<file path="src/rtl/cs_pkg.sv">
package cs_pkg;
  parameter int unsigned CS_WS_W = 4;
  localparam int unsigned CTL_PS  = CS_WS_W;
  localparam int unsigned CTL_BST = CS_WS_W + 2;
  localparam int unsigned CTL_INT = CS_WS_W + 3;
  localparam int unsigned CTL_VLD = CS_WS_W + 4;
  localparam int unsigned CTL_CPU = CS_WS_W + 5;

  typedef enum logic [1:0] {FLD_BASE = 2'd0, FLD_MASK = 2'd1, FLD_CTRL = 2'd2} cfg_field_e;
  typedef enum logic [1:0] {ST_IDLE = 2'd0, ST_INT = 2'd1, ST_EXT = 2'd2} xfer_st_e;

  typedef struct packed {
    logic [1:0]         psize;
    logic               burst;
    logic               intern;
    logic [CS_WS_W-1:0] ws;
  } cs_attr_t;
endpackage

</file>
<file path="src/rtl/cs_regs.sv">
module cs_regs
  import cs_pkg::*;
#(
  parameter int unsigned NUM_CS = 4,
  parameter int unsigned ADDR_W = 32,
  localparam int unsigned SEL_W = $clog2(NUM_CS)
) (
  input  logic                             clk,
  input  logic                             rst_n,
  input  logic                             we_i,
  input  logic [SEL_W-1:0]                 sel_i,
  input  logic [1:0]                       field_i,
  input  logic [ADDR_W-1:0]                wdata_i,
  output logic [NUM_CS-1:0][ADDR_W-1:0]    base_o,
  output logic [NUM_CS-1:0][ADDR_W-1:0]    mask_o,
  output cs_attr_t [NUM_CS-1:0]            attr_o,
  output logic [NUM_CS-1:0]                valid_o,
  output logic [NUM_CS-1:0]                cpu_en_o
);
  cs_attr_t wattr;
  always_comb begin
    wattr.ws     = wdata_i[CS_WS_W-1:0];
    wattr.psize  = wdata_i[CTL_PS+1:CTL_PS];
    wattr.burst  = wdata_i[CTL_BST];
    wattr.intern = wdata_i[CTL_INT];
  end

  for (genvar i = 0; i < NUM_CS; i++) begin : g_win
    logic hit_sel, wr_base, wr_mask, wr_ctrl;
    assign hit_sel = we_i && (sel_i == SEL_W'(i));
    assign wr_base = hit_sel && (field_i == FLD_BASE);
    assign wr_mask = hit_sel && (field_i == FLD_MASK);
    assign wr_ctrl = hit_sel && (field_i == FLD_CTRL);

    always_ff @(posedge clk or negedge rst_n) begin
      if (!rst_n) begin
        base_o[i]   <= '0;
        mask_o[i]   <= '0;
        attr_o[i]   <= '0;
        valid_o[i]  <= 1'b0;
        cpu_en_o[i] <= 1'b0;
      end else begin
        if (wr_base) base_o[i] <= wdata_i;
        if (wr_mask) mask_o[i] <= wdata_i;
        if (wr_ctrl) begin
          attr_o[i]   <= wattr;
          valid_o[i]  <= wdata_i[CTL_VLD];
          cpu_en_o[i] <= wdata_i[CTL_CPU];
        end
      end
    end
  end
endmodule

</file>
<file path="src/rtl/cs_match.sv">
module cs_match
  import cs_pkg::*;
#(
  parameter int unsigned NUM_CS = 4,
  parameter int unsigned ADDR_W = 32
) (
  input  logic                          clk,
  input  logic                          rst_n,
  input  logic [ADDR_W-1:0]             addr_i,
  input  logic                          cpu_i,
  input  logic [NUM_CS-1:0][ADDR_W-1:0] base_i,
  input  logic [NUM_CS-1:0][ADDR_W-1:0] mask_i,
  input  cs_attr_t [NUM_CS-1:0]         attr_i,
  input  logic [NUM_CS-1:0]             valid_i,
  input  logic [NUM_CS-1:0]             cpu_en_i,
  input  cs_attr_t                      boot_attr_i,
  output logic                          hit_o,
  output logic [NUM_CS-1:0]             sel_oh_o,
  output cs_attr_t                      attr_o
);
  logic [NUM_CS-1:0] raw;

  for (genvar i = 0; i < NUM_CS; i++) begin : g_cmp
    logic win;
    assign win = (((addr_i ^ base_i[i]) & ~mask_i[i]) == '0);
    if (i == 0) begin : g_boot
      assign raw[i] = !cpu_i && (!valid_i[i] || win);
    end else if (i == 1) begin : g_cpu
      assign raw[i] = cpu_i ? cpu_en_i[i] : (valid_i[i] && win);
    end else begin : g_std
      assign raw[i] = !cpu_i && valid_i[i] && win;
    end
  end

  always_comb begin
    logic found;
    found    = 1'b0;
    sel_oh_o = '0;
    attr_o   = '0;
    for (int i = 0; i < NUM_CS; i++) begin
      if (raw[i] && !found) begin
        found       = 1'b1;
        sel_oh_o[i] = 1'b1;
        attr_o      = (i == 0 && !valid_i[0]) ? boot_attr_i : attr_i[i];
      end
    end
    hit_o = found;
  end

  AST_CPU_ONLY_SEL1: assert property (@(posedge clk) disable iff (!rst_n)
    (cpu_i && hit_o) |-> (sel_oh_o == NUM_CS'(2)));
  AST_BOOT_CATCH: assert property (@(posedge clk) disable iff (!rst_n)
    (!cpu_i && !valid_i[0]) |-> sel_oh_o[0]);
endmodule

</file>
<file path="src/rtl/cs_timer.sv">
module cs_timer
  import cs_pkg::*;
#(
  parameter int unsigned NUM_CS = 4
) (
  input  logic              clk,
  input  logic              rst_n,
  input  logic              start_i,
  input  logic              hit_i,
  input  logic [NUM_CS-1:0] sel_oh_i,
  input  cs_attr_t          attr_i,
  input  logic              ext_ack_i,
  output logic [NUM_CS-1:0] cs_n_o,
  output logic [1:0]        psize_o,
  output logic              burst_o,
  output logic              ack_o
);
  xfer_st_e           st_q, st_d;
  logic [CS_WS_W-1:0] cnt_q, cnt_d;
  logic [NUM_CS-1:0]  sel_q, sel_d;
  cs_attr_t           attr_q, attr_d;

  always_comb begin
    st_d   = st_q;
    cnt_d  = cnt_q;
    sel_d  = sel_q;
    attr_d = attr_q;
    unique case (st_q)
      ST_IDLE: if (start_i && hit_i) begin
        sel_d  = sel_oh_i;
        attr_d = attr_i;
        cnt_d  = attr_i.ws;
        st_d   = attr_i.intern ? ST_INT : ST_EXT;
      end
      ST_INT: if (cnt_q == '0) begin
        st_d   = ST_IDLE;
        sel_d  = '0;
        attr_d = '0;
      end else begin
        cnt_d = cnt_q - 1'b1;
      end
      ST_EXT: if (ext_ack_i) begin
        st_d   = ST_IDLE;
        sel_d  = '0;
        attr_d = '0;
      end
      default: st_d = ST_IDLE;
    endcase
  end

  always_ff @(posedge clk or negedge rst_n) begin
    if (!rst_n) begin
      st_q   <= ST_IDLE;
      cnt_q  <= '0;
      sel_q  <= '0;
      attr_q <= '0;
    end else begin
      st_q   <= st_d;
      cnt_q  <= cnt_d;
      sel_q  <= sel_d;
      attr_q <= attr_d;
    end
  end

  assign cs_n_o  = ~sel_q;
  assign psize_o = attr_q.psize;
  assign burst_o = attr_q.burst;
  assign ack_o   = (st_q == ST_INT) && (cnt_q == '0);

  AST_ACK_PULSE: assert property (@(posedge clk) disable iff (!rst_n)
    ack_o |=> !ack_o);
  AST_ONE_SEL: assert property (@(posedge clk) disable iff (!rst_n)
    $onehot0(sel_q));
  AST_EXT_HOLD: assert property (@(posedge clk) disable iff (!rst_n)
    (st_q == ST_EXT && !ext_ack_i) |=> (st_q == ST_EXT && $stable(sel_q) && !ack_o));
  AST_NO_RESTART: assert property (@(posedge clk) disable iff (!rst_n)
    (st_q != ST_IDLE) |=> ($stable(sel_q) || sel_q == '0));
endmodule

</file>
<file path="src/rtl/cs_unit.sv">
module cs_unit
  import cs_pkg::*;
#(
  parameter int unsigned NUM_CS  = 4,
  parameter int unsigned ADDR_W  = 32,
  parameter int unsigned BOOT_WS = 3,
  localparam int unsigned SEL_W  = $clog2(NUM_CS)
) (
  input  logic              clk,
  input  logic              rst_n,
  input  logic [2:0]        strap_i,
  input  logic              cfg_we_i,
  input  logic [SEL_W-1:0]  cfg_sel_i,
  input  logic [1:0]        cfg_field_i,
  input  logic [ADDR_W-1:0] cfg_wdata_i,
  input  logic              xfer_start_i,
  input  logic [ADDR_W-1:0] xfer_addr_i,
  input  logic              xfer_cpu_i,
  input  logic              ext_ack_i,
  output logic [NUM_CS-1:0] cs_n_o,
  output logic [1:0]        port_size_o,
  output logic              burst_o,
  output logic              ack_o
);
  logic [1:0] rst_sync_q;
  logic       rst_in_n;
  logic [2:0] strap_q;

  always_ff @(posedge clk or negedge rst_n) begin
    if (!rst_n) rst_sync_q <= '0;
    else        rst_sync_q <= {rst_sync_q[0], 1'b1};
  end
  assign rst_in_n = rst_sync_q[1];

  always_ff @(posedge clk) begin
    if (!rst_in_n) strap_q <= strap_i;
  end

  cs_attr_t boot_attr;
  always_comb begin
    boot_attr.psize  = strap_q[1:0];
    boot_attr.intern = strap_q[2];
    boot_attr.burst  = 1'b0;
    boot_attr.ws     = CS_WS_W'(BOOT_WS);
  end

  logic [NUM_CS-1:0][ADDR_W-1:0] base, mask;
  cs_attr_t [NUM_CS-1:0]         attr;
  logic [NUM_CS-1:0]             valid, cpu_en, sel_oh;
  logic                          hit;
  cs_attr_t                      hit_attr;

  cs_regs #(.NUM_CS(NUM_CS), .ADDR_W(ADDR_W)) u_regs (
    .clk(clk), .rst_n(rst_in_n), .we_i(cfg_we_i), .sel_i(cfg_sel_i),
    .field_i(cfg_field_i), .wdata_i(cfg_wdata_i), .base_o(base), .mask_o(mask),
    .attr_o(attr), .valid_o(valid), .cpu_en_o(cpu_en)
  );

  cs_match #(.NUM_CS(NUM_CS), .ADDR_W(ADDR_W)) u_match (
    .clk(clk), .rst_n(rst_in_n), .addr_i(xfer_addr_i), .cpu_i(xfer_cpu_i),
    .base_i(base), .mask_i(mask), .attr_i(attr), .valid_i(valid),
    .cpu_en_i(cpu_en), .boot_attr_i(boot_attr), .hit_o(hit),
    .sel_oh_o(sel_oh), .attr_o(hit_attr)
  );

  cs_timer #(.NUM_CS(NUM_CS)) u_timer (
    .clk(clk), .rst_n(rst_in_n), .start_i(xfer_start_i), .hit_i(hit),
    .sel_oh_i(sel_oh), .attr_i(hit_attr), .ext_ack_i(ext_ack_i),
    .cs_n_o(cs_n_o), .psize_o(port_size_o), .burst_o(burst_o), .ack_o(ack_o)
  );

  AST_IDLE_ATTR: assert property (@(posedge clk) disable iff (!rst_in_n)
    (&cs_n_o) |-> (port_size_o == 2'b00 && !burst_o));
  AST_ACK_WITH_SEL: assert property (@(posedge clk) disable iff (!rst_in_n)
    ack_o |-> !(&cs_n_o));
endmodule

</file>
<file path="config.mk">
export PLATFORM = sky130hd
export DESIGN_NAME = cs_unit
export DESIGN_NICKNAME = d
export VERILOG_FILES = /design/src/rtl/cs_pkg.sv /design/src/rtl/cs_regs.sv /design/src/rtl/cs_match.sv /design/src/rtl/cs_timer.sv /design/src/rtl/cs_unit.sv
export SDC_FILE = /design/constraint.sdc
export NUM_CORES = 1
export LEC_CHECK = 0
export ABC_AREA = 1
export BUFFER_PORTS_ARGS = -buffer_cell sky130_fd_sc_hd__buf_2
export CAP_MARGIN = 5
export CORE_ASPECT_RATIO = 0.7
export CORE_MARGIN = 1.5
export CORE_UTILIZATION = 50
export CTS_BUF_LIST = sky130_fd_sc_hd__clkbuf_16
export DETAILED_ROUTE_END_ITERATION = 10
export GPL_TIMING_DRIVEN = 0
export HOLD_SLACK_MARGIN = 0.08
export PLACE_DENSITY = 0.76
export SLEW_MARGIN = 10
export SYNTH_ARGS = -nofsm -noshare
export SYNTH_HDL_FRONTEND = slang
export SYNTH_HIERARCHICAL = 1
export SYNTH_SLANG_ARGS = --single-unit
</file>
<file path="constraint.sdc">
create_clock -name clk -period 26.9 [get_ports clk]
set_clock_uncertainty 0.15 [all_clocks]
set_input_delay 2.69 -clock clk [delete_from_list [all_inputs] [get_ports clk]]
set_output_delay 2.69 -clock clk [all_outputs]
set_load 0.02 [all_outputs]
</file>
---- Word level (Yosys, flattened, before mapping) ----
Index checks and enable logic that the tools add are counted.
word-level totals
  flip-flop bits (word level) ............. 311
  bits of input ports ..................... 77
cells by class
  add/subtract/negate cells ............... 1
  eq/ne operators ......................... 11
  mux-type cells .......................... 29
  bitwise gates (word level) .............. 13
  reductions and logical operators ........ 46
operator list
  kind                   count
  $and A32 B32 Y32       4
  $logic_not A32 Y1      4
  $not A32 Y32           4
  $xor A32 B32 Y32       4
  $mux W8                8
  $logic_and A1 B1 Y1    27
  $pmux W8 S3            1
  $mux W4                5
  $pmux W4 S3            1
  $eq A2 B2 Y1 const B   4
  $mux W1                8
  $mux W2                4
  $pmux W4 S2            1
  $eq A2 B1 Y1 const B   3
  $logic_not A2 Y1       3
  $ne A2 B2 Y1 const B   3
  $pmux W2 S3            1
  $reduce_and A3 Y1      2
  $logic_not A1 Y1       5
  $logic_not A4 Y1       1
  $not A4 Y4             1
  $reduce_and A4 Y1      1
  $sub A4 B1 Y4 const B  1
  $reduce_bool A3 Y1     1
  3 further kinds        3

---- Longest topological paths before layout ----
Gate-level depths: netlist (run 1).
  word-level depth ........................ 18
  gate-level depth with buffers ........... 21
  mapped depth without buffers ............ 20

---- Cells and area by module ----
Netlist (run 1), hierarchy kept.
by module, submodules not included
  module    instances  cells each  area an instance (um2)  sequential area each (um2)
  cs_regs   1          1366        11838.9                 7407.1
  cs_match  1          747         3339.5                  0.0
  cs_timer  1          115         839.6                   325.3
  cs_unit   1          8           151.4                   140.1

---- Least setup slack after synthesis (run 1) ----
OpenSTA, ideal clock, no wires.
  path kind ............................... register to register
  start point ............................. reg rst_sync_q[1]
  end point ............................... reg strap_q[0], enable pin
  setup time .............................. 0.645 ns
  arrival time ............................ 7.717 ns
  data required time ...................... 26.105 ns
  setup slack ............................. 18.388 ns
  cell stages (with the launch flop) ...... 2
  path buffers ............................ 0
  clock period less this slack ............ 8.512 ns
  cells stage by stage .................... dfrtp_1 > inv_1
RTL lines
  element                 line           text
  start, declared         cs_unit.sv:25  logic [1:0] rst_sync_q;
  start signal, assigned  cs_unit.sv:31  else rst_sync_q <= {rst_sync_q[0], 1'b1};
  end signal, assigned    cs_unit.sv:36  if (!rst_in_n) strap_q <= strap_i;
  end, declared           cs_unit.sv:27  logic [2:0] strap_q;
No word-level cell between the ends.

---- Worst setup path after layout (run 1) ----
  start point ............................. in xfer_addr_i[31]
  end point ............................... reg u_timer.sel_q[1]
between the ends
  longest elaborated chain between the ends .. 18
  elaborated cells between the ends (all ways) .. 34
  those cells by class .................... 1 x eq/ne; 8 x mux; 8 x bitwise; 17 x reduce/logical
RTL lines
  element                        line            text
  start, declared                cs_unit.sv:17   input logic [ADDR_W-1:0] xfer_addr_i,
  $xor A32 B32 Y32               cs_match.sv:25  assign win = (((addr_i ^ base_i[i]) & ~mask_i[i]) == '0);
  $and A32 B32 Y32               cs_match.sv:25
  $logic_not A32 Y1              cs_match.sv:25
  $logic_or A1 B1 Y1             cs_match.sv:27  assign raw[i] = !cpu_i && (!valid_i[i] || win);
  $logic_and A1 B1 Y1            cs_match.sv:27
  $mux W1                        cs_match.sv:41  if (raw[i] && !found) begin
  $logic_not A1 Y1               cs_match.sv:41
  $logic_and A1 B1 Y1            cs_match.sv:41
  [... 3 more ...]               n/a
  $mux W1                        cs_match.sv:41
  $logic_not A1 Y1               cs_match.sv:41
  $logic_and A1 B1 Y1            cs_match.sv:41
  $mux W1 *                      cs_match.sv:41
  via hit                        cs_unit.sv:50   logic hit;
  $logic_and A1 B1 Y1 *          cs_timer.sv:29  ST_IDLE: if (start_i && hit_i) begin
  $ne A2 B1 Y1 (no line) *       n/a
  $reduce_and A4 Y1 (no line) *  n/a
  end signal, assigned           cs_timer.sv:60  sel_q <= sel_d;
  end, declared                  cs_timer.sv:20  logic [NUM_CS-1:0] sel_q, sel_d;
Mark *: on every way through the listed nets, which the timed path passes. The rest lies on a longest branch. The select of a mux whose other input is x is not followed.
A chain may end at the register's enable or synchronous reset.

==> flow_results.org, run 1 <==
** Finish
- The net count of the finished layout is 2398.
- Fraction of final layout cells sized beyond drive strength 1 :: 8.55%
- Final Core Density :: 57.4%
- The area growth from synthesis to layout is 12.1%.
- Final-layout fill cell count :: 2911

** Global route
- The via count of the first global-routing pass was 13.8k.
- The initial antenna violation count is 2.
- The total overflow left after global routing is 0.
- The first global-routing pass estimated 77.1 mm of wire.
- Entering global routing, the biggest net connects 57 pins.
- In the global route stage, overall resource usage came out at 30.1%.

** STA
- For the pin with the worst max-slew slack, the measured transition is 0.902 ns.
- Endpoints failing hold :: 0
- Subtracting the final worst setup slack from the clock period gives 5.03 ns.
- Final Max Tran Viols :: 0
- Maximum clock rate :: 199 MHz
- Sum Neg Setup Slack :: 0 ns
- The final critical path takes up 18.7% of the cycle.
- Setup repair after global routing missed its margin :: no
- Setup violations remaining at the end of the flow were counted as 0.
- Crit path setup slack, layout :: 21.87 ns
- Measured against its own limit, the worst slew margin works out to 39.8%.

** Critical path
- Data arrival time of the critical path :: 5.34 ns
- The critical path is of the in2reg type.
- Beginning of the worst register-to-register path :: u_regs/base_o[95]
- The worst setup path is launched from an input pin.
- Required time of the critical path :: 27.21 ns
- First element of the critical path :: xfer_addr_i[31]
- The worst setup path is captured at a register.
- Largest fanout on the critical path :: 10

** Power and ir drop
- The worst-case IR drop observed on VDD is 0.0534 mV.
- For this design the static power due to leakage is 9.74 nW.
- PwrDens :: 77.4 nW/µm²
- Post-layout power :: 1.39 mW

** Clock network
- In this run the number of H-tree levels came out at 1.
- In this run, CTS created clock tree buffers numbering 30.
- Post-CTS clock slew at the launch and capture registers of the worst setup and hold paths :: 0.07 ns
- In this run, post-CTS repair resized a total of 0 instances.
- TritonCTS built the clock tree.
- Root Buffer Master :: sky130_fd_sc_hd__clkbuf_16
- Clock buffer depth :: 3
- Buffers inserted to repair hold after CTS numbered 0.
- For the worst-skew pair, the clock arrives at the later sink with an insertion delay of 0.59 ns.
- Counting every sink on the clock net gives 311.
- The number of setup buffers added after CTS is 0.

** Floorplan
- Total Die Area :: 33200 µm²
- Initial standard-cell utilization of the core :: 51.2%
- Vertical die dimension :: 153 µm
- The floorplan step set the die width to 217 µm.
- The floorplan has 54 rows.
- Top-level I/O count :: 85
- Floorplan Core Area :: 31400 µm²

** Route
- After detailed routing, the number of vias per cell comes to 5.37.
- Across all layers, the routed design uses 14.8k vias.
- Post-Route WL :: 49.4 mm
- Total DRC errors in the routed layout :: 0
- After the first detailed-routing iteration, the DRC count stood at 1603.
- Count of antenna-violating nets left after detailed routing :: 0
- Routed length per instance :: 17.9 µm
- The first TritonRoute pass finished after 5 iterations.

** Outcome
- The run finished with clean final reports.

** Yosys
- Post-synthesis instance area :: 16100 µm²
- Number of standard cells after synthesis :: 2223
- Yosys printed 6 warnings.
- Syn avg cell area :: 7.22 µm²

** Placement
- Buffers on Ports :: 51
- Post-detailed-placement half-perimeter wirelength :: 35.3 mm
- The congestion estimate from routability-driven global placement came to 0.960.
- OpenSTA, run right after detailed placement, puts the worst setup slack at 21.52 ns.

** Hold path
- Tightest Hold Check Type :: reg2async

** Job
- Max_cap viols :: 0
final timing paths:
kind,to,cells after the start,slack (ns)
setup / recovery,u_timer/sel_q[1],17,21.87
hold / removal,u_regs/base_o[19],0,0.10
setup reg to reg,u_timer/sel_q[1],16,23.74
hold reg to reg,u_regs/base_o[19],0,0.10
max in group asynchronous,rst_sync_q[1],1,24.75
min in group clk,rst_sync_q[1],0,0.21
layout make-up:
cell class              count  area (µm²)  share of cell area, %
flip-flops and latches    311        7800                   43.3
multi-input cells        1630        7070                   39.3
clock buffers              31         776                   4.31
inverters                 170         638                   3.55
plain buffers             116         563                   3.13
well taps                 420         526                   2.92
repair buffers             57         405                   2.25
clock inverters            25         214                   1.19
diodes                      3        7.51                 0.0417
state kept, by name, indices dropped and copies added (netlist names):
register	count
u_regs/attr_o	32
strap_q	3
rst_sync_q	2
u_timer/burst_o	1
u_timer/cnt_q	4
u_regs/mask_o	128
u_timer/psize_o	2
u_regs/base_o	128
u_timer/st_q	2
u_timer/sel_q	4
u_regs/valid_o	4
u_regs/cpu_en_o	1
report_power, final:
part	internal [mW]	leakage (nW)	switching (mW)
Sequential	0.567	3.92	0.0649
Clock	0.246	0.512	0.187
Combinational	0.120	5.31	0.209
layout by cell type, fill, tap and decap left out, types with 9 or more instances in the layout:
| cell | instances |
|---|---|
| sky130_fd_sc_hd__a21oi_1 | 31 |
| sky130_fd_sc_hd__buf_2 | 75 |
| sky130_fd_sc_hd__clkbuf_1 | 61 |
| sky130_fd_sc_hd__clkbuf_16 | 31 |
| sky130_fd_sc_hd__clkbuf_2 | 22 |
| sky130_fd_sc_hd__dfrtp_1 | 307 |
| sky130_fd_sc_hd__inv_1 | 166 |
| sky130_fd_sc_hd__inv_2 | 9 |
| sky130_fd_sc_hd__nand2_1 | 1112 |
| sky130_fd_sc_hd__nand3_1 | 36 |
| sky130_fd_sc_hd__nand3b_1 | 24 |
| sky130_fd_sc_hd__nand4_1 | 104 |
| sky130_fd_sc_hd__nor2_1 | 176 |
| sky130_fd_sc_hd__nor2_2 | 9 |
| sky130_fd_sc_hd__o21ai_0 | 10 |
| sky130_fd_sc_hd__o21ai_1 | 10 |
| sky130_fd_sc_hd__o21bai_1 | 43 |
| sky130_fd_sc_hd__or2_0 | 12 |
worst max-delay path, stage by stage:
cell,delay (ns)
sky130_fd_sc_hd__buf_2,0.15
sky130_fd_sc_hd__o21ai_0,0.63
sky130_fd_sc_hd__nand2_1,0.10
sky130_fd_sc_hd__nor2_1,0.13
sky130_fd_sc_hd__nand2_1,0.06
sky130_fd_sc_hd__nor2_1,0.13
sky130_fd_sc_hd__nand2_1,0.22
sky130_fd_sc_hd__nor2_2,0.27
sky130_fd_sc_hd__inv_2,0.15
sky130_fd_sc_hd__nand3_1,0.12
sky130_fd_sc_hd__nand2_1,0.07
sky130_fd_sc_hd__nand2_1,0.13
sky130_fd_sc_hd__nand2_1,0.08
sky130_fd_sc_hd__inv_2,0.16
sky130_fd_sc_hd__nand3_4,0.12
sky130_fd_sc_hd__nand2_1,0.08
sky130_fd_sc_hd__nand2_1,0.05
routing by layer:
| layer | vias up | wire length [µm] | global-route usage, % |
|---|---|---|---|
| met5 | - | 0 | 0 |
| met4 | 0 | 1230 | 7.80 |
| met3 | 103 | 6250 | 7.48 |
| met2 | 719 | 20900 | 44.4 |
| met1 | 6988 | 21000 | 44.1 |
| li1 | 7032 | - | - |
metrics by stage:
step / std cells / hold slack (ns) / cell area, µm²
2_1_floorplan: 2227 / 0.181 / 16100
3_3_place_gp: 2698 / 0.186 / 16800
3_5_place_dp: 2704 / 0.117 / 17000
4_1_cts: 2760 / 0.120 / 18000
5_1_grt: 2760 / 0.127 / 18000
6_report: 2763 / 0.105 / 18000
No activity file was read; power rests on OpenSTA's default activity.
==> inputs of run 2 (changes only) <==
- clock period: 26.9 -> 5.01 ns (I/O delays scaled with it)
==> flow_results.org, run 2 (synthesis results as in run 1) <==
** Route
- Total number of vias :: 14.9k
- Count of antenna-violating nets left after detailed routing :: 0
- After detailed routing, the number of remaining DRC violations is 0.
- 1st-iter DRT viols :: 1418
- The first detailed-routing pass took 6 iterations.
- Vias per cell :: 5.37
- In the final routed layout, each cell accounts on average for 17.7 µm.
- Post-Route WL :: 49.0 mm

** Placement
- Final Wtd Congestion :: 0.939
- Before CTS, the worst setup slack after placement is 1.84 ns.
- Post-detailed-placement half-perimeter wirelength :: 35.0 mm
- In this run the tool buffered the top-level ports with 51 buffer cells.
- DP Cell Count :: 2703

** Critical path
- The setup path with the least slack is of type reg2reg.
- Nature of the critical path startpoint :: register
- STA puts the critical path data required time at 5.31 ns.
- Walking the worst path, the cells encountered are o21ai_0 -> nand2_1 -> nor2_1 -> nand2_1 -> nor2_1 -> nand2_1 -> nor2_2 -> inv_2 -> nand3_1 -> nand2_1 -> nand2_1 -> nand2_1 -> inv_2 -> nand3_4 -> nand2_1 -> nand2_1.
- STA puts the critical path data arrival time at 3.44 ns.
- On the worst path, the slowest cell contributes a delay of 0.56 ns.
- Master of the slowest instance on the critical path :: sky130_fd_sc_hd__o21ai_0
- Of all nets on the critical path, the largest fanout is 10.
- Worst setup EP type :: register
- CP delay by family, top :: simple AND/OR/NAND/NOR gates
- The most numerous cell type found on the critical path is sky130_fd_sc_hd__nand2_1.
- The critical path contains buffers and inverters numbering 2 combined.

** Clock network
- Number of clock sinks :: 311
- CTS H-tree depth :: 1
- Total clock buffers created by CTS :: 31
- The clock passes through at most 3 buffers.
- Root Buffer Master :: sky130_fd_sc_hd__clkbuf_16
- TritonCTS built the clock tree.
- The clock reaches the later pin of the worst-skew pair after 0.57 ns.
- Clock-pin slew was measured on the worst setup and hold paths at 0.06 ns.

** Floorplan
- The floorplan step defined a die boundary enclosing 33200 µm².
- Floorplan Core Area :: 31400 µm²
- Top-level I/O count :: 85
- Once the floorplan was initialized, standard cells occupied 51.2% of the core.
- In this run the vertical extent of the chip is 153 µm.
- The floorplan has 54 rows.
- Die outline width :: 217 µm

** STA
- Setup violations remaining at the end of the flow were counted as 0.
- Static timing analysis puts the maximum clock frequency at 319 MHz.
- Dividing the final minimum period by the clock period gives 62.6%.
- Endpoints failing hold :: 0
- Across all setup checks in the final design, the least slack found is 1.87 ns.
- Max transition margin :: 41.3%
- The max-slew violation count is 0.
- Final period demand of the worst path :: 3.14 ns
- Sum Neg Setup Slack :: 0 ns
- Measured slew at the worst slew-check pin :: 0.880 ns
- Setup repair after global routing missed its margin :: no

** Power and ir drop
- Across the VDD grid, the largest voltage drop is 0.296 mV.
- The design draws 7.38 mW.
- Leakage component of the power :: 9.76 nW
- PwrDens :: 408 nW/µm²

** Outcome
- Status :: complete, no violations

** Job
- Across the run, the number of max-cap violations was 0.

** Global route
- Remaining global-route overflow :: 0
- The via count of the first global-routing pass was 13.9k.
- Maximum number of pins on one net before global-route repair :: 64
- The first global-routing pass estimated 76.1 mm of wire.
- For this run, the total global-route usage over all layers was measured as 29.6%.
- Number of antenna violations at the first check in global routing :: 1

** Finish
- Most common cell after layout, fill and taps aside :: sky130_fd_sc_hd__nand2_1
- Final non-filler cell total :: 2774
- Cells with a size suffix above 1 make up 8.24% of the layout.
- Top Registers :: u_regs/base_o x128, u_regs/mask_o x128, u_regs/attr_o x32
- The net count of the finished layout is 2412.
- The repair_antennas step left the layout with diodes totalling 0.
- From synthesis to final layout, the design area changed by 12.6%.
- Final Core Density :: 57.6%
- Most used cells in the layout excluding fill and tap cells :: sky130_fd_sc_hd__nand2_1, sky130_fd_sc_hd__dfrtp_1, sky130_fd_sc_hd__nor2_1, sky130_fd_sc_hd__inv_1, sky130_fd_sc_hd__nand4_1

** Hold path
- The tightest min-delay check is of the reg2async type.
run 2: power by group:
| part | switching, mW | internal [mW] |
|---|---|---|
| Sequential | 0.344 | 3.04 |
| Combinational | 1.13 | 0.650 |
| Clock | 0.998 | 1.22 |
| Total | 2.47 | 4.91 |
run 2: worst register-to-register path: stages, from the launching register on:
cell and delay, ns:
sky130_fd_sc_hd__dfrtp_1 0.40, sky130_fd_sc_hd__o21ai_0 0.56, sky130_fd_sc_hd__nand2_1 0.11, sky130_fd_sc_hd__nor2_1 0.12
sky130_fd_sc_hd__nand2_1 0.06, sky130_fd_sc_hd__nor2_1 0.17, sky130_fd_sc_hd__nand2_1 0.23, sky130_fd_sc_hd__nor2_2 0.26
sky130_fd_sc_hd__inv_2 0.15, sky130_fd_sc_hd__nand3_1 0.11, sky130_fd_sc_hd__nand2_1 0.07, sky130_fd_sc_hd__nand2_1 0.14
sky130_fd_sc_hd__nand2_1 0.09, sky130_fd_sc_hd__inv_2 0.15, sky130_fd_sc_hd__nand3_4 0.12, sky130_fd_sc_hd__nand2_1 0.08
sky130_fd_sc_hd__nand2_1 0.05
run 2: area by class of cell:
type,instances,area (µm²)
fillers,2887,13300
flip-flops and latches,311,7800
multi-input cells,1630,7070
clock buffers,31,776
inverters,170,638
plain buffers,116,563
repair buffers,70,533
well taps,420,526
clock inverters,26,169
run 2: repair_timing:
| item | 4_1_cts | 5_1_grt |
|---|---|---|
| endpoints found under the setup margin | 0 | 0 |
| buffers inserted | 0 | 0 |
| gates resized for setup | 0 | 0 |
| hold buffers | 14 | 0 |
| hold endpoints to repair | 21 | 0 |
run 2: per-stage QoR:
step	hold slack (ns)	instance area (µm²)
2_1_floorplan	0.0554	16100
3_3_place_gp	0.138	16800
3_5_place_dp	0.110	17000
4_1_cts	0.0872	18100
5_1_grt	0.0940	18100
6_report	0.0972	18100
run 2: layer usage:
layer	track usage, %	vias up	part of all wire [%]
met5	0	-	0.014
met4	9.46	2	3.4
met3	9.45	120	13
met2	42.6	754	41
met1	42.2	6977	42
li1	-	7047	-
run 2: final timing paths:
path / startpoint / endpoint / slack (ns) / cells past startpoint
hold reg to reg: rst_sync_q[1] / u_regs/mask_o[48] / 0.1 / 0
hold / removal: rst_sync_q[1] / u_regs/mask_o[48] / 0.1 / 0
setup / recovery: u_regs/base_o[95] / u_timer/psize_o[1] / 1.87 / 16
min in group clk: cfg_wdata_i[8] / u_regs/base_o[8] / 0.10 / 3
setup reg to reg: u_regs/base_o[95] / u_timer/psize_o[1] / 1.87 / 16
max in group asynchronous: rst_sync_q[1] / u_timer/burst_o / 3.29 / 3
==> inputs of run 3 (changes only) <==
- PLACE_DENSITY: 0.76 -> 0.79
- clock period: 5.01 -> 2.57 ns (I/O delays scaled with it)
==> flow_results.org, run 3 (synthesis results as in run 1) <==
** Outcome
- The run finished with clean final reports.

** Global route
- Number of antenna violations at the first check in global routing :: 2
- Total routing usage reported by global routing :: 29.9%
- The first global-routing pass estimated 77.6 mm of wire.
- Remaining global-route overflow :: 0
- The via count of the first global-routing pass came to 14.5k.
- Entering global routing, the biggest net connects 57 pins.

** Placement
- At the placement stage, the worst setup path has a slack of -0.357 ns.
- Input and output buffers added on the ports amount to 51.
- Once placement completed, the tool counted placed cells totaling 2704.
- Post-detailed-placement cell area :: 17000 µm²
- Final Wtd Congestion :: 0.931
- The HPWL after detailed placement is 35.3 mm.

** Critical path
- The worst setup path is of the reg2reg kind.
- The slowest stage of the critical path is the sky130_fd_sc_hd__dfrtp_1 cell.
- Largest fanout on the critical path :: 8
- The worst setup path is captured at a register.
- Largest stage delay on the critical path :: 0.40 ns
- Required time of the critical path :: 2.89 ns
- Data arrival time of the critical path :: 2.85 ns
- Nature of the critical path startpoint :: register
- Worst path most repeated cell :: sky130_fd_sc_hd__nand2_1
- Among cell families on the critical path, the largest total delay comes from simple AND/OR/NAND/NOR gates.
- The critical path goes through or2_0 -> nand2_1 -> nand2_1 -> nor2_1 -> nand2_1 -> nor2_2 -> nand2_2 -> nand2_2 -> nand2_2 -> buf_6 -> nand3_4 -> nor2_2 -> nor2_1 -> nand2_1 -> or2_4 -> nand3_2 -> nand2_1.
- Together, buffers and inverters on the worst path number 1.

** STA
- Setup violations remaining at the end of the flow were counted as 0.
- Max transition margin :: 41.9%
- Setup repair after global routing missed its margin :: yes
- Summed over all failing endpoints, the final setup total negative slack is 0 ns.
- Crit path setup slack, layout :: 0.0385 ns
- The max-slew violation count is 0.
- Of the available clock period, the critical path in the final layout requires 98.5%.
- On the final layout, the worst hold slack is 0.163 ns.
- At the pin with the least slew margin, the transition time is 0.872 ns.
- Based on the critical path, the design can be clocked at up to 395 MHz.
- The final hold violation count was 0.
- Counting I/O delays and the setup requirement, the final critical path takes 2.53 ns.

** Finish
- Most common cell after layout, fill and taps aside :: sky130_fd_sc_hd__nand2_1
- The post-route netlist has 10.6% of its cells at a drive strength greater than 1.
- The net count of the finished layout is 2459.
- Final non-filler cell total :: 2819
- In the final layout, the multi-input gates occupy 7250 µm².
- Post-route standard cell area excluding fillers :: 18700 µm²
- Synthesis-to-layout area growth :: 16.6%
- Most used cells in the layout excluding fill and tap cells :: sky130_fd_sc_hd__nand2_1, sky130_fd_sc_hd__dfrtp_1, sky130_fd_sc_hd__inv_1, sky130_fd_sc_hd__nor2_1, sky130_fd_sc_hd__nand4_1
- Final Core Density :: 59.7%
- Top Registers :: u_regs/base_o x128, u_regs/mask_o x128, u_regs/attr_o x32
- Storage cell area :: 7800 µm²
- Final-layout fill cell count :: 2820

** Floorplan
- The floorplan step set the die height to 153 µm.
- In this run the horizontal extent of the chip is 217 µm.
- Floorplan Core Area :: 31400 µm²
- Initial standard-cell utilization of the core :: 51.2%
- Total Die Area :: 33200 µm²
- Pin placement for this block handled 85 I/O pins.
- Row generation in the floorplan step produced 54 rows.

** Power and ir drop
- Across the VDD grid, the largest voltage drop is 0.533 mV.
- Summing internal, switching and leakage power gives 14.6 mW.
- In this run the power density over the cells is 783 nW/µm².
- Leakage component of the power :: 10.0 nW

** Route
- Total DRC errors in the routed layout :: 0
- The first routing iteration left 1748 violations.
- The routed layout has 15.2k vias.
- After detailed routing, the number of vias per cell comes to 5.40.
- Routed length per instance :: 17.6 µm
- In this run the remaining antenna-violating nets after routing total 0.
- Post-Route WL :: 49.6 mm
- The first detailed-routing pass took 8 iterations.

** Hold path
- The worst hold path belongs to the class reg2async.

** Clock network
- Total clock buffers created by CTS :: 29
- Latest clock arrival within the worst-skew pair :: 0.58 ns
- CTS tree :: yes
- The clock passes through at most 3 buffers.
- Post-CTS clock slew at the launch and capture registers of the worst setup and hold paths :: 0.07 ns
- CTS H-tree depth :: 1
- For this design, the sink count on the clock tree is 311.
- The tree is rooted in a sky130_fd_sc_hd__clkbuf_16.

** Job
- Across the run, the number of max-cap violations was 0.
==> run 3: cell types whose count changed in the layout (fill, tap and decap cells not counted), moves of 8 or more <==
cell	change
sky130_fd_sc_hd__nor2_1	-14
sky130_fd_sc_hd__nand2_1	-18
sky130_fd_sc_hd__nand2_2	+12
sky130_fd_sc_hd__buf_4	+14
sky130_fd_sc_hd__nor2_2	+8
sky130_fd_sc_hd__dlygate4sd3_1	+33
==> run 3: worst paths after layout <==
| kind | start | endpoint | slack, ns | cells after the start |
|---|---|---|---|---|
| min in group clk | xfer_cpu_i | u_timer/st_q[0] | 0.18 | 8 |
| min reg2reg | rst_sync_q[1] | u_regs/mask_o[116] | 0.16 | 1 |
| max in group asynchronous | rst_sync_q[1] | u_regs/mask_o[54] | 0.90 | 1 |
| min | rst_sync_q[1] | u_regs/mask_o[116] | 0.16 | 1 |
| max | u_regs/base_o[29] | u_timer/cnt_q[3] | 0.04 | 17 |
| max reg2reg | u_regs/base_o[29] | u_timer/cnt_q[3] | 0.04 | 17 |
==> run 3: power breakdown <==
| group | switching [mW] | internal, mW |
|---|---|---|
| Combinational | 2.31 | 1.43 |
| Clock | 1.94 | 2.35 |
| Sequential | 0.677 | 5.93 |
==> run 3: what timing repair did <==
item / 4_1_cts / 5_1_grt
pin swaps: 2 / 49
endpoints found under the hold margin: 221 / 0
setup endpoints to repair: 13 / 13
hold buffers: 47 / 0
gates cloned: 0 / 1
setup buffers: 3 / 11
resized for setup: 15 / 51
==> run 3: layer usage <==
metal	vias to the layer above	global-route usage, %	routed length, µm
met3	115	9.07	6250
li1	7149	-	-
met4	0	8.17	1340
met1	7171	42.6	21100
met5	-	0	0
met2	791	44.1	21000
==> run 3: cell type report <==
class	instances	area share [%]
antenna	1	0.0134
buffer	116	3.02
clock buffer	29	3.88
clock inverter	23	1.02
inverter	170	3.45
multi-input combinational	1630	38.7
sequential	311	41.7
tap	420	2.81
timing repair buffer	119	5.41
==> run 3: worst register-to-register path, stage by stage, from the launching register on <==
cell and delay [ns]:
sky130_fd_sc_hd__dfrtp_1 0.40, sky130_fd_sc_hd__or2_0 0.21, sky130_fd_sc_hd__nand2_1 0.14, sky130_fd_sc_hd__nand2_1 0.07, sky130_fd_sc_hd__nor2_1 0.10, sky130_fd_sc_hd__nand2_1 0.09
sky130_fd_sc_hd__nor2_2 0.14, sky130_fd_sc_hd__nand2_2 0.10, sky130_fd_sc_hd__nand2_2 0.08, sky130_fd_sc_hd__nand2_2 0.07, sky130_fd_sc_hd__buf_6 0.14, sky130_fd_sc_hd__nand3_4 0.15
sky130_fd_sc_hd__nor2_2 0.06, sky130_fd_sc_hd__nor2_1 0.13, sky130_fd_sc_hd__nand2_1 0.07, sky130_fd_sc_hd__or2_4 0.23, sky130_fd_sc_hd__nand3_2 0.07, sky130_fd_sc_hd__nand2_1 0.05
